## src/rtl/lgf_pkg.sv

```systemverilog
`timescale 1ns/1ps
package lgf_pkg;

   typedef enum logic [1:0] {
      EDGE_NONE = 2'b00,
      EDGE_FALL = 2'b01,
      EDGE_RISE = 2'b10
   } edge_e;

   function automatic int unsigned max_w(input int unsigned a, input int unsigned b);
      return (a > b) ? a : b;
   endfunction

endpackage

```

## src/rtl/lgf_sync.sv

```systemverilog
`timescale 1ns/1ps
module lgf_sync #(
   parameter int   STAGES  = 2,
   parameter logic RST_VAL = 1'b1
) (
   input  logic clk,
   input  logic rst_n,
   input  logic d_i,
   output logic q_o
);

   generate
      if (STAGES < 2) begin : g_bad_depth
         $error("lgf_sync: STAGES must be at least 2");
      end
   endgenerate

   logic [STAGES-1:0] chain_q;

   always_ff @(posedge clk or negedge rst_n) begin
      if (!rst_n) begin
         chain_q <= {STAGES{RST_VAL}};
      end else begin
         chain_q <= {chain_q[STAGES-2:0], d_i};
      end
   end

   assign q_o = chain_q[STAGES-1];

endmodule

```

## src/rtl/lgf_run_ctr.sv

```systemverilog
`timescale 1ns/1ps
module lgf_run_ctr
   import lgf_pkg::*;
#(
   parameter int   LO_W      = 3,
   parameter int   HI_W      = 2,
   parameter logic RST_LEVEL = 1'b1
) (
   input  logic            clk,
   input  logic            rst_n,
   input  logic            tick_i,
   input  logic            smp_i,
   input  logic [LO_W-1:0] lo_need_i,
   input  logic [HI_W-1:0] hi_need_i,
   output logic            level_o,
   output edge_e           edge_o
);

   localparam int CNT_W = max_w(LO_W, HI_W);

   logic [CNT_W-1:0] run_q;
   logic [CNT_W-1:0] limit;
   logic             level_q;
   edge_e            edge_q;

   // Limit is the required count minus one, taken from the direction a change would go.
   always_comb begin
      limit = level_q ? CNT_W'(lo_need_i) : CNT_W'(hi_need_i);
   end

   always_ff @(posedge clk or negedge rst_n) begin
      if (!rst_n) begin
         level_q <= RST_LEVEL;
         run_q   <= '0;
         edge_q  <= EDGE_NONE;
      end else begin
         edge_q <= EDGE_NONE;
         if (tick_i) begin
            if (smp_i == level_q) begin
               run_q <= '0;
            end else if (run_q >= limit) begin
               level_q <= smp_i;
               run_q   <= '0;
               edge_q  <= smp_i ? EDGE_RISE : EDGE_FALL;
            end else begin
               run_q <= run_q + 1'b1;
            end
         end
      end
   end

   assign level_o = level_q;
   assign edge_o  = edge_q;

   a_r1_level_holds_off_tick: assert property (@(posedge clk) disable iff (!rst_n)
      !tick_i |=> $stable(level_q));

   a_r1_run_holds_off_tick: assert property (@(posedge clk) disable iff (!rst_n)
      !tick_i |=> $stable(run_q));

   a_r6_match_clears_run: assert property (@(posedge clk) disable iff (!rst_n)
      (tick_i && (smp_i == level_q)) |=> (run_q == '0) && $stable(level_q));

   a_r4_change_needs_disagreeing_tick: assert property (@(posedge clk) disable iff (!rst_n)
      (level_q != $past(level_q)) |-> $past(tick_i && (smp_i != level_q)));

   a_r9_fall_tracks_level: assert property (@(posedge clk) disable iff (!rst_n)
      (edge_q == EDGE_FALL) |-> (!level_q && $past(level_q)));

   a_r9_rise_tracks_level: assert property (@(posedge clk) disable iff (!rst_n)
      (edge_q == EDGE_RISE) |-> (level_q && !$past(level_q)));

endmodule

```

## src/rtl/lgf_edge_dec.sv

```systemverilog
`timescale 1ns/1ps
module lgf_edge_dec
   import lgf_pkg::*;
(
   input  edge_e edge_i,
   output logic  fall_o,
   output logic  rise_o
);

   always_comb begin
      fall_o = (edge_i == EDGE_FALL);
      rise_o = (edge_i == EDGE_RISE);
   end

endmodule

```

## src/rtl/line_glitch_filter.sv

```systemverilog
`timescale 1ns/1ps
module line_glitch_filter
   import lgf_pkg::*;
#(
   parameter int   SYNC_STAGES = 2,
   parameter int   LO_W        = 3,
   parameter int   HI_W        = 2,
   parameter logic IDLE_LEVEL  = 1'b1
) (
   input  logic            clk,
   input  logic            rst_n,
   input  logic            line_raw,
   input  logic            sample_en,
   input  logic [LO_W-1:0] lo_count,
   input  logic [HI_W-1:0] hi_count,
   output logic            line_filt,
   output logic            fall_pulse,
   output logic            rise_pulse
);

   generate
      if (LO_W < 1 || LO_W > 16) begin : g_bad_lo
         $error("line_glitch_filter: LO_W out of range");
      end
      if (HI_W < 1 || HI_W > 16) begin : g_bad_hi
         $error("line_glitch_filter: HI_W out of range");
      end
   endgenerate

   logic  line_sync;
   edge_e edge_w;

   lgf_sync #(
      .STAGES  (SYNC_STAGES),
      .RST_VAL (IDLE_LEVEL)
   ) u_sync (
      .clk   (clk),
      .rst_n (rst_n),
      .d_i   (line_raw),
      .q_o   (line_sync)
   );

   lgf_run_ctr #(
      .LO_W      (LO_W),
      .HI_W      (HI_W),
      .RST_LEVEL (IDLE_LEVEL)
   ) u_run (
      .clk       (clk),
      .rst_n     (rst_n),
      .tick_i    (sample_en),
      .smp_i     (line_sync),
      .lo_need_i (lo_count),
      .hi_need_i (hi_count),
      .level_o   (line_filt),
      .edge_o    (edge_w)
   );

   lgf_edge_dec u_edge (
      .edge_i (edge_w),
      .fall_o (fall_pulse),
      .rise_o (rise_pulse)
   );

   a_r9_pulses_exclusive: assert property (@(posedge clk) disable iff (!rst_n)
      $onehot0({fall_pulse, rise_pulse}));

   a_r1_no_pulse_without_tick: assert property (@(posedge clk) disable iff (!rst_n)
      !sample_en |=> !(fall_pulse || rise_pulse));

   a_r9_single_cycle_pulse: assert property (@(posedge clk) disable iff (!rst_n)
      (fall_pulse || rise_pulse) |=> !(fall_pulse || rise_pulse));

endmodule

```

## config.mk

```make
export PLATFORM = sky130hd
export DESIGN_NAME = line_glitch_filter
export DESIGN_NICKNAME = d
export VERILOG_FILES = /design/src/rtl/lgf_pkg.sv /design/src/rtl/lgf_sync.sv /design/src/rtl/lgf_run_ctr.sv /design/src/rtl/lgf_edge_dec.sv /design/src/rtl/line_glitch_filter.sv
export SDC_FILE = /design/constraint.sdc
export NUM_CORES = 1
export LEC_CHECK = 0
export ABC_AREA = 1
export BUFFER_PORTS_ARGS = -buffer_cell sky130_fd_sc_hd__buf_4
export CELL_PAD_IN_SITES_DETAIL_PLACEMENT = 1
export CELL_PAD_IN_SITES_GLOBAL_PLACEMENT = 2
export CORE_MARGIN = 2
export CORE_UTILIZATION = 27
export DETAILED_ROUTE_END_ITERATION = 8
export PLACE_DENSITY = 0.73
export SYNTH_ARGS = -nofsm -noshare
export SYNTH_HDL_FRONTEND = slang
export SYNTH_HIERARCHICAL = 1
export SYNTH_SLANG_ARGS = --single-unit
```

## constraint.sdc

```tcl
create_clock -name clk -period 1.7 [get_ports clk]
set_input_delay 0.085 -clock clk [delete_from_list [all_inputs] [get_ports clk]]
set_output_delay 0.085 -clock clk [all_outputs]
set_load 0.01 [all_outputs]
```

[Yosys cells after proc, flatten, opt, wreduce, memory -nomap -nowiden]
Index checks and enable logic that the tools add are counted.
Storage, ports and cells
  input bits: 9
  register bits: 8
  output and inout port bits: 3
Cells by class
  muxes and demuxes: 7
  reduce and logical (&&, ||, !) cells: 1
  order comparisons: 1
  eq/ne operators: 3
  bitwise operators: 1
  add/sub/neg operators: 1
Operators with widths (number)
  two-way mux 3 bit: 3
  two-way mux 2 bit: 4
  adder 3 x 1 -> 3 bit (second input constant): 1
  >= comparator 3 bit: 1
  AND reduction 3 bit: 1
  == test 2 x 1 -> 1 bit (second input constant): 1
  == test 2 bit (second input constant): 1
  == test 1 bit: 1
  NOT 1 bit: 1

[Longest topological paths before layout]
Gate-level depths: netlist of run 1.
  word-level depth: 5
  gate-level depth with buffers: 12
  depth with buffers taken out: 11

[Cells and area by module]
Netlist of run 1, hierarchy kept.
By module, submodules not included
  lgf_run_ctr: area an instance 396.6 µm², cells each 51, seq. area each 151.4 µm², instances 1
  lgf_sync: area an instance 52.6 µm², cells each 2, seq. area each 52.6 µm², instances 1
  lgf_edge_dec: area an instance 15.0 µm², cells each 4, seq. area each 0.0 µm², instances 1

[Worst setup path after synthesis of run 1]
No wires, ideal clock.
  path type: register to register
  start: register u_run.level_q (netlist: u_run/level_o)
  end: register u_run.edge_q[1] (netlist: u_run/edge_o[1])
  buffers on the path: 1
  stages on the path, launching flop included: 10
  path slack: 130 ps
  arrival time: 1454 ps
  period minus slack after synthesis: 1570 ps
  cell sequence: dfstp_2 > buf_6 > mux2i_1 > ha_1 > nand2_1 > clkinv_1 > nand2_1 > nand2_1 > nand3_1 > inv_1
On the way
  cells in the longest elaborated chain, start to end: 5
  elaborated cells between the ends (all ways): 6
  classes of those cells: order compare (1); eq/ne (1); mux (4)
Ends and longest elaborated chain
  start: declaration: line lgf_run_ctr.sv:23  | logic level_q;
  start signal: assignment: line lgf_run_ctr.sv:42  | level_q <= smp_i;
  two-way mux 3 bit: line lgf_run_ctr.sv:28  | limit = level_q ? CNT_W'(lo_need_i) : CNT_W'(hi_need_i);
  >= comparator 3 bit: line lgf_run_ctr.sv:41  | end else if (run_q >= limit) begin
  two-way mux 2 bit: line lgf_run_ctr.sv:41
  two-way mux 2 bit (*): line lgf_run_ctr.sv:39  | if (smp_i == level_q) begin
  two-way mux 2 bit (*): line lgf_run_ctr.sv:38  | if (tick_i) begin
  end signal: assignment: line lgf_run_ctr.sv:44  | edge_q <= smp_i ? EDGE_RISE : EDGE_FALL;
  end: declaration: line lgf_run_ctr.sv:24  | edge_e edge_q;
Mark *: on every way between the ends. The rest lies on a longest branch, timed or not.
A chain may end at the register's enable or synchronous reset.

[Final worst setup path of run 1]
  start: register u_run.level_q (netlist: u_run/level_o)
  end: register u_run.level_q (netlist: u_run/level_o)
On the way
  cells in the longest elaborated chain, start to end: 3
  elaborated cells between the ends (all ways): 5
  classes of those cells: order compare (1); eq/ne (1); mux (1); bitwise (1); reduce/logical (1)
Ends and longest elaborated chain (line)
  two-way mux 3 bit / == test 1 bit (equally long branches): lgf_run_ctr.sv:28, lgf_run_ctr.sv:39
  >= comparator 3 bit / NOT 1 bit (equally long branches)
  AND reduction 3 bit (no source line) (*)
Marked as above.

==> qor.yml, run 1 <==
floorplan:
  ios: 12
  row_count: 14
  die_w_um: 45.5
  core_mm2: 0.00156
  die-height_um: 45.5
  die_area_mm2: 0.00207
  initial_core_util_pct: 29.8
place:
  place_ws_ps: 95.7
  place_congestion: 0.717
  placedInstanceArea_um2: 563
  port_buffers: 11
  hpwl_um: 764
hold_path:
  hold_path_depth: 4
  min_from: "sample_en"
  hold_class: "in2reg"
  whs_endpoint: "u_run/run_q[0]"
grt:
  antenna_found_initial: 0
  grt_max_degree: 9
  grt_pass1_vias: 405
  grt_overflow: 0
  grt.total_usage_pct: 12.5
  grt_pass1_wl_um: 1730
pwr:
  pwr-share-clk_pct: 18.9
  combinationalPowerShare_pct: 47.5
  vdd_drop_max_mv: 0.658
  internal_power_uw: 493
  p_leak_uw: 0.000343
  p_sw_uw: 338
  p_seq_share_pct: 33.6
  totalPowerFinal_uw: 830
  p_per_area_mw_per_mm2: 1320
  switching_share_pct: 40.7
setup_path:
  slowest_delay_ps: 570
  worst-r2r-setup-slack_ps: 110
  timing.rr.start: "u_run/level_o"
  cp-end-kind: "register"
  cp_max_fo: 5
  reg2regPathDepth: 7
  crit_type: "reg2reg"
  start_kind: "register"
  critPathRequiredTime_ps: 1900
  path_common_cell: "nand2_1"
  path_cells: "nand2_1, ha_1, a21oi_1, nand2_4, nand2_2, nand2_1, nand2_1"
  rr_endpoint: "u_run/level_o"
  critPathSlowestCell: "dfstp_2"
  critPathArrivalTime_ps: 1790
final_layout:
  fillCellCount: 202
  antennaDiodeCount: 0
  syn2layout_area_growth_pct: 35.0
  nets: 88
  stdcell_area_um2: 627
  final_util_pct: 40.2
  layout-drive-gt1-share_pct: 35.1
job:
  cap_violations: 0
timing:
  max_freq_ghz: 0.630
  finalHoldViolations: 0
  slew_viol_final: 0
  holdWs_ps: 136
  fin_ws_ps: 113
  tightestPinTransition_ps: 347
  finalCriticalPeriod_ps: 1590
  skew_ps: 12.1
  fin_crit_sh_pct: 93.4
  slew_headroom_pct: 76.9
  setup_viol: 0
clock_network:
  cts_buffers: 3
  clock_latency_ps: 260
  path_clk_slew_ps: 60
  post-cts-setup-buffers: 0
  clk_path_buf_depth: 2
  cts_tree: "built"
  cts_root_buffer: "clkbuf_4"
  cts_sinks: 8
  htree_levels: 1
status:
  outcome: "finished, final reports clean"
logic_synthesis:
  syn_area_per_cell_um2: 8.14
  syn_area_um2: 464
  yosys_warnings: 6
  syn_nets: 70
  syn_inst: 57
  seq_area_frac_synth_pct: 43.9
  ys_types: 17
  ys_seq_elements: 8
detailed_routing:
  first_pass_iters: 4
  viasPerCell: 4.34
  vias: 391
  route.detailed.drc: 0
  wl_um: 1060
  ant_nets: 0
  wl_per_cell_um: 11.7
  drt_iter0_markers: 4
-- placed cells by master (no fill, tap or decap) --
cell | synthesis | final
nand2_1 | 19 | 16
buf_4 | 0 | 12
inv_1 | 9 | 9
dfrtp_1 | 5 | 5
nor2_1 | 4 | 4
nand2_2 | 2 | 4
ha_1 | 4 | 4
clkbuf_4 | 0 | 3
dfstp_2 | 3 | 3
dlygate4sd3_1 | 0 | 2
clkbuf_1 | 0 | 1
clkinv_1 | 1 | 1
a21oi_1 | 1 | 1
nand2_4 | 0 | 1
nor2_2 | 1 | 1
nor2_4 | 1 | 1
mux2i_1 | 1 | 1
nand3_2 | 0 | 1
o21ai_1 | 1 | 1
xnor2_1 | 1 | 1
nand3_1 | 2 | 1
nand4_1 | 1 | 1
-- worst max-delay path by stage --
stage | start | endpoint | slack (ps) | cells after the start
floorplan | u_run/level_o | u_run/edge_o[1] | 130 | 9
global placement | u_run/level_o | u_run/level_o | 140 | 11
detailed placement | u_run/level_o | u_run/edge_o[1] | 100 | 10
CTS | u_run/level_o | u_run/edge_o[1] | 60 | 10
global route | u_run/level_o | u_run/level_o | -20 | 9
finish | u_run/level_o | u_run/level_o | 110 | 7
-- stage by stage --
step,TNS (ps),std cells
2_1_floorplan,0,57
3_3_place_gp,0,84
3_5_place_dp,0,84
4_1_cts,0,90
5_1_grt,-49.6,90
6_report,0,90
-- metal layers --
| layer | vias up | global-route usage, % | wire, um |
|---|---|---|---|
| met5 | - | 0 | 0 |
| met3 | 2 | 2.38 | 35 |
| li1 | 209 | - | - |
| met2 | 6 | 17.5 | 532 |
| met4 | 0 | 10.6 | 8 |
| met1 | 174 | 16.3 | 480 |
-- timing repair --
action | CTS | global route
gates resized for setup | 0 | 5
hold endpoints to repair | 9 | 0
hold buffers | 2 | 0
setup endpoints to repair | 0 | 4
-- cells by family (layout without fill, tap and decap cells) --
family	Yosys count	after routing	synth area share, %
muxes	1	1	2.16
buffers and inverters	11	28	10.5
and+or+nand+nor	30	30	28.6
adders and majority gates	4	4	10.8
AOI/OAI and AO/OA	2	2	2.15
DFF	8	8	43.9
xor gates and xnor gates	1	1	1.89
-- cells in the mapped netlist --
master	number	share of area [%]
nor2_1	4	3.2
nor2_4	1	2.4
mux2i_1	1	2.2
nand2_2	2	2.7
dfstp_2	3	17
nand3_1	2	2.2
ha_1	4	11
o21ai_1	1	1.1
nand4_1	1	1.3
clkinv_1	1	0.81
a21oi_1	1	1.1
nand2_1	19	15
inv_1	9	7.3
nor2_2	1	1.3
buf_6	1	2.4
xnor2_1	1	1.9
dfrtp_1	5	27
-- flip-flops by register name, indices dropped and copies added, names as in the netlist --
name and count:
u_run/run_q 3, u_run/edge_o 2, u_sync/chain_q 2, u_run/level_o 1
-- cell type report --
class | count | area, um^2 | area share, %
Multi-Input combinational cell | 38 | 229 | 36.5
Sequential cell | 8 | 204 | 32.5
Timing Repair Buffer | 14 | 110 | 17.6
Inverter | 10 | 37.5 | 5.99
Clock buffer | 4 | 26.3 | 4.19
Tap cell | 16 | 20.0 | 3.19
-- worst max-delay path, delay by kind of cell (launching register included) --
kind | cells | cell delay, ps
and+or+nand+nor | 5 | 370
AOI/OAI and AO/OA | 1 | 310
adders and majority gates | 1 | 290
DFF | 1 | 570
-- power by group through the flow --
| stage | Sequential [uW] | Clock (uW) | Combinational [uW] |
|---|---|---|---|
| after floorplan | 275 | 0 | 247 |
| after global placement | 282 | 0 | 329 |
| after detailed placement | 284 | 0 | 339 |
| after CTS | 281 | 165 | 346 |
| after global routing | 287 | 184 | 447 |
| final | 279 | 157 | 394 |
Note: power is estimated with default switching activity, not from simulation.
==> run 2, diff against run 1 <==
CORE_UTILIZATION = 28   (was 27)
PLACE_DENSITY = 0.74   (was 0.73)
SYNTH_HIERARCHICAL = not set   (was 1)
==> qor.yml, run 2 <==
setup_path:
  cp_top_family: "flip-flops"
  critPathSlowestCell: "dfstp_2"
  path_cells: "mux2i_1, ha_1, nand2_1, inv_2, nand2_2, nand2_4, nand2_2, nand2_1, o21ai_1"
  cp_max_fo: 7
  slowest_delay_ps: 610
  crit_type: "reg2reg"
  cp-end-kind: "register"
  path_buf_inv: 1
  critPathRequiredTime_ps: 1890
  critPathArrivalTime_ps: 1780
  start_kind: "register"
logic_synthesis:
  synth_top_area_cell: "dfrtp_1"
  ys_seq_elements: 8
  seq_area_frac_synth_pct: 43.9
  synth_flop_cell: "dfrtp_1"
  syn_inst: 54
  syn_area_per_cell_um2: 8.60
  syn_area_um2: 464
  synth.most_common_cell: "nand2_1"
  synth_top_area_share_pct: 27.0
  syn_nets: 67
  synthArstFlopShare_pct: 100
  synth_edf_count: 0
  ys_types: 14
  netlist_top_cells_count: "nand2_1 (16), nor2_1 (7), inv_1 (6)"
  yosys_warnings: 0
  synth.area.top_cells: "dfrtp_1 (27%), dfstp_2 (17%), nand2_1 (13%)"
final_layout:
  layout_commonest_cell: "nand2_1"
  largest_register_ff_count: 3
  final_cell_mix: "nand2_1 (13), buf_4 (12), inv_1 (6), nor2_1 (6), dfrtp_1 (5)"
  syn2layout_area_growth_pct: 37.7
  antennaDiodeCount: 0
  layout-drive-gt1-share_pct: 40.3
  largest_register: "u_run.run_q"
  nets: 86
timing:
  finalCriticalPeriod_ps: 1590
  skew_ps: 10.0
  finalHoldViolations: 0
  fin_crit_sh_pct: 93.3
  slew_viol_final: 0
  holdWs_ps: 99.1
  max_freq_ghz: 0.631
  fin_ws_ps: 114
  setup_viol: 0
  tightestPinTransition_ps: 124
  setup_tns_ps: 0
  rsz0062_at_grt: "yes"
  slew_headroom_pct: 91.5
place:
  hpwl_um: 747
  place_ws_ps: 64.7
  place_congestion: 0.729
  port_buffers: 11
detailed_routing:
  ant_nets: 0
  drt_iter0_markers: 3
  vias: 389
  viasPerCell: 4.42
  first_pass_iters: 3
  wl_per_cell_um: 10.5
  wl_um: 924
  route.detailed.drc: 0
status:
  outcome: "finished, final reports clean"
grt:
  grt_overflow: 0
  grt_pass1_vias: 406
  grt_pass1_wl_um: 1620
  grt.total_usage_pct: 11.8
  grt_max_degree: 9
  antenna_found_initial: 0
clock_network:
  cts_tree: "built"
  clock_latency_ps: 260
  cts_sinks: 8
  clk_path_buf_depth: 2
  cts_buffers: 3
  path_clk_slew_ps: 60
  htree_levels: 1
  cts_root_buffer: "clkbuf_4"
floorplan:
  row_count: 14
  initial_core_util_pct: 30.5
  die_w_um: 44.7
  ios: 12
  die-height_um: 44.7
  die_area_mm2: 0.00200
  core_mm2: 0.00152
pwr:
  p_leak_uw: 0.000344
  vdd_drop_max_mv: 0.657
  p_per_area_mw_per_mm2: 1430
job:
  cap_violations: 0
hold_path:
  hold_class: "in2reg"
==> run 2: cell types whose count changed after synthesis, moves of 2 or more <==
cell,before,now
inv_1,9,6
nor2_1,4,7
nand2_1,19,16
inv_2,0,2
==> run 2: cells by family after synthesis <==
group                      Yosys count  share of synthesized area [%]
muxes                                1                           2.16
buffers and inverters                9                           12.9
AOI/OAI and AO/OA                    3                           3.23
and+or+nand+nor                     29                           27.0
adders and majority gates            4                           10.8
DFF                                  8                           43.9
==> run 2: repair_timing <==
action,4_1_cts,5_1_grt
hold buffers,2,0
hold endpoints to repair,9,0
buffers inserted,0,1
gates resized for setup,0,6
setup endpoints to repair,0,6
==> run 2: layout make-up <==
type	count	area, um^2
Clock buffer	4	26.3
Fill cell	188	885
Timing Repair Buffer	14	110
Sequential cell	8	204
Multi-Input combinational cell	37	219
Tap cell	16	20.0
Inverter	9	60.1
==> run 2: metal layers <==
| layer | wire length, um | track usage (%) |
|---|---|---|
| met3 | 22 | 1.20 |
| met5 | 0 | 0 |
| met4 | 8 | 10.9 |
| met2 | 452 | 17.1 |
| met1 | 440 | 15.4 |
==> run 2: power breakdown <==
group	internal [uW]	switching [uW]
sequential	251	54.5
combinational	203	247
clock	89.9	66.3
==> run 2: through the flow <==
step | util [%] | power [uW] | cells | instance area [um^2]
after floorplan | - | 565 | 54 | 464
after global placement | 37.2 | 677 | 81 | 567
after detailed placement | 37.2 | 689 | 81 | 567
after CTS | 40.2 | 859 | 87 | 613
after global routing | 42.0 | 1010 | 88 | 639
final | 42.0 | 911 | 88 | 639
==> run 2: worst paths after layout <==
check / cells past startpoint / end / start / slack [ps]
setup / recovery: 9 / u_run.level_o / u_run.level_o / 110
hold / removal: 3 / u_run.run_q[2] / sample_en / 100
setup reg to reg: 9 / u_run.level_o / u_run.level_o / 110
hold reg to reg: 0 / u_sync.chain_q[1] / u_sync.chain_q[0] / 350
max in group asynchronous: 2 / u_sync.chain_q[1] / rst_n / 1290
min in group asynchronous: 2 / u_run.run_q[0] / rst_n / 180
==> run 2: worst reg2reg max path: cells and delay by family, from the launching register on <==
family | cells | cell delay [ps]
AND/OR/NAND/NOR | 5 | 370
buffers and inverters | 1 | 40
adder cells (fa/ha/maj) | 1 | 240
flip-flops | 1 | 610
multiplexers | 1 | 200
AO/OA/AOI/OAI | 1 | 70
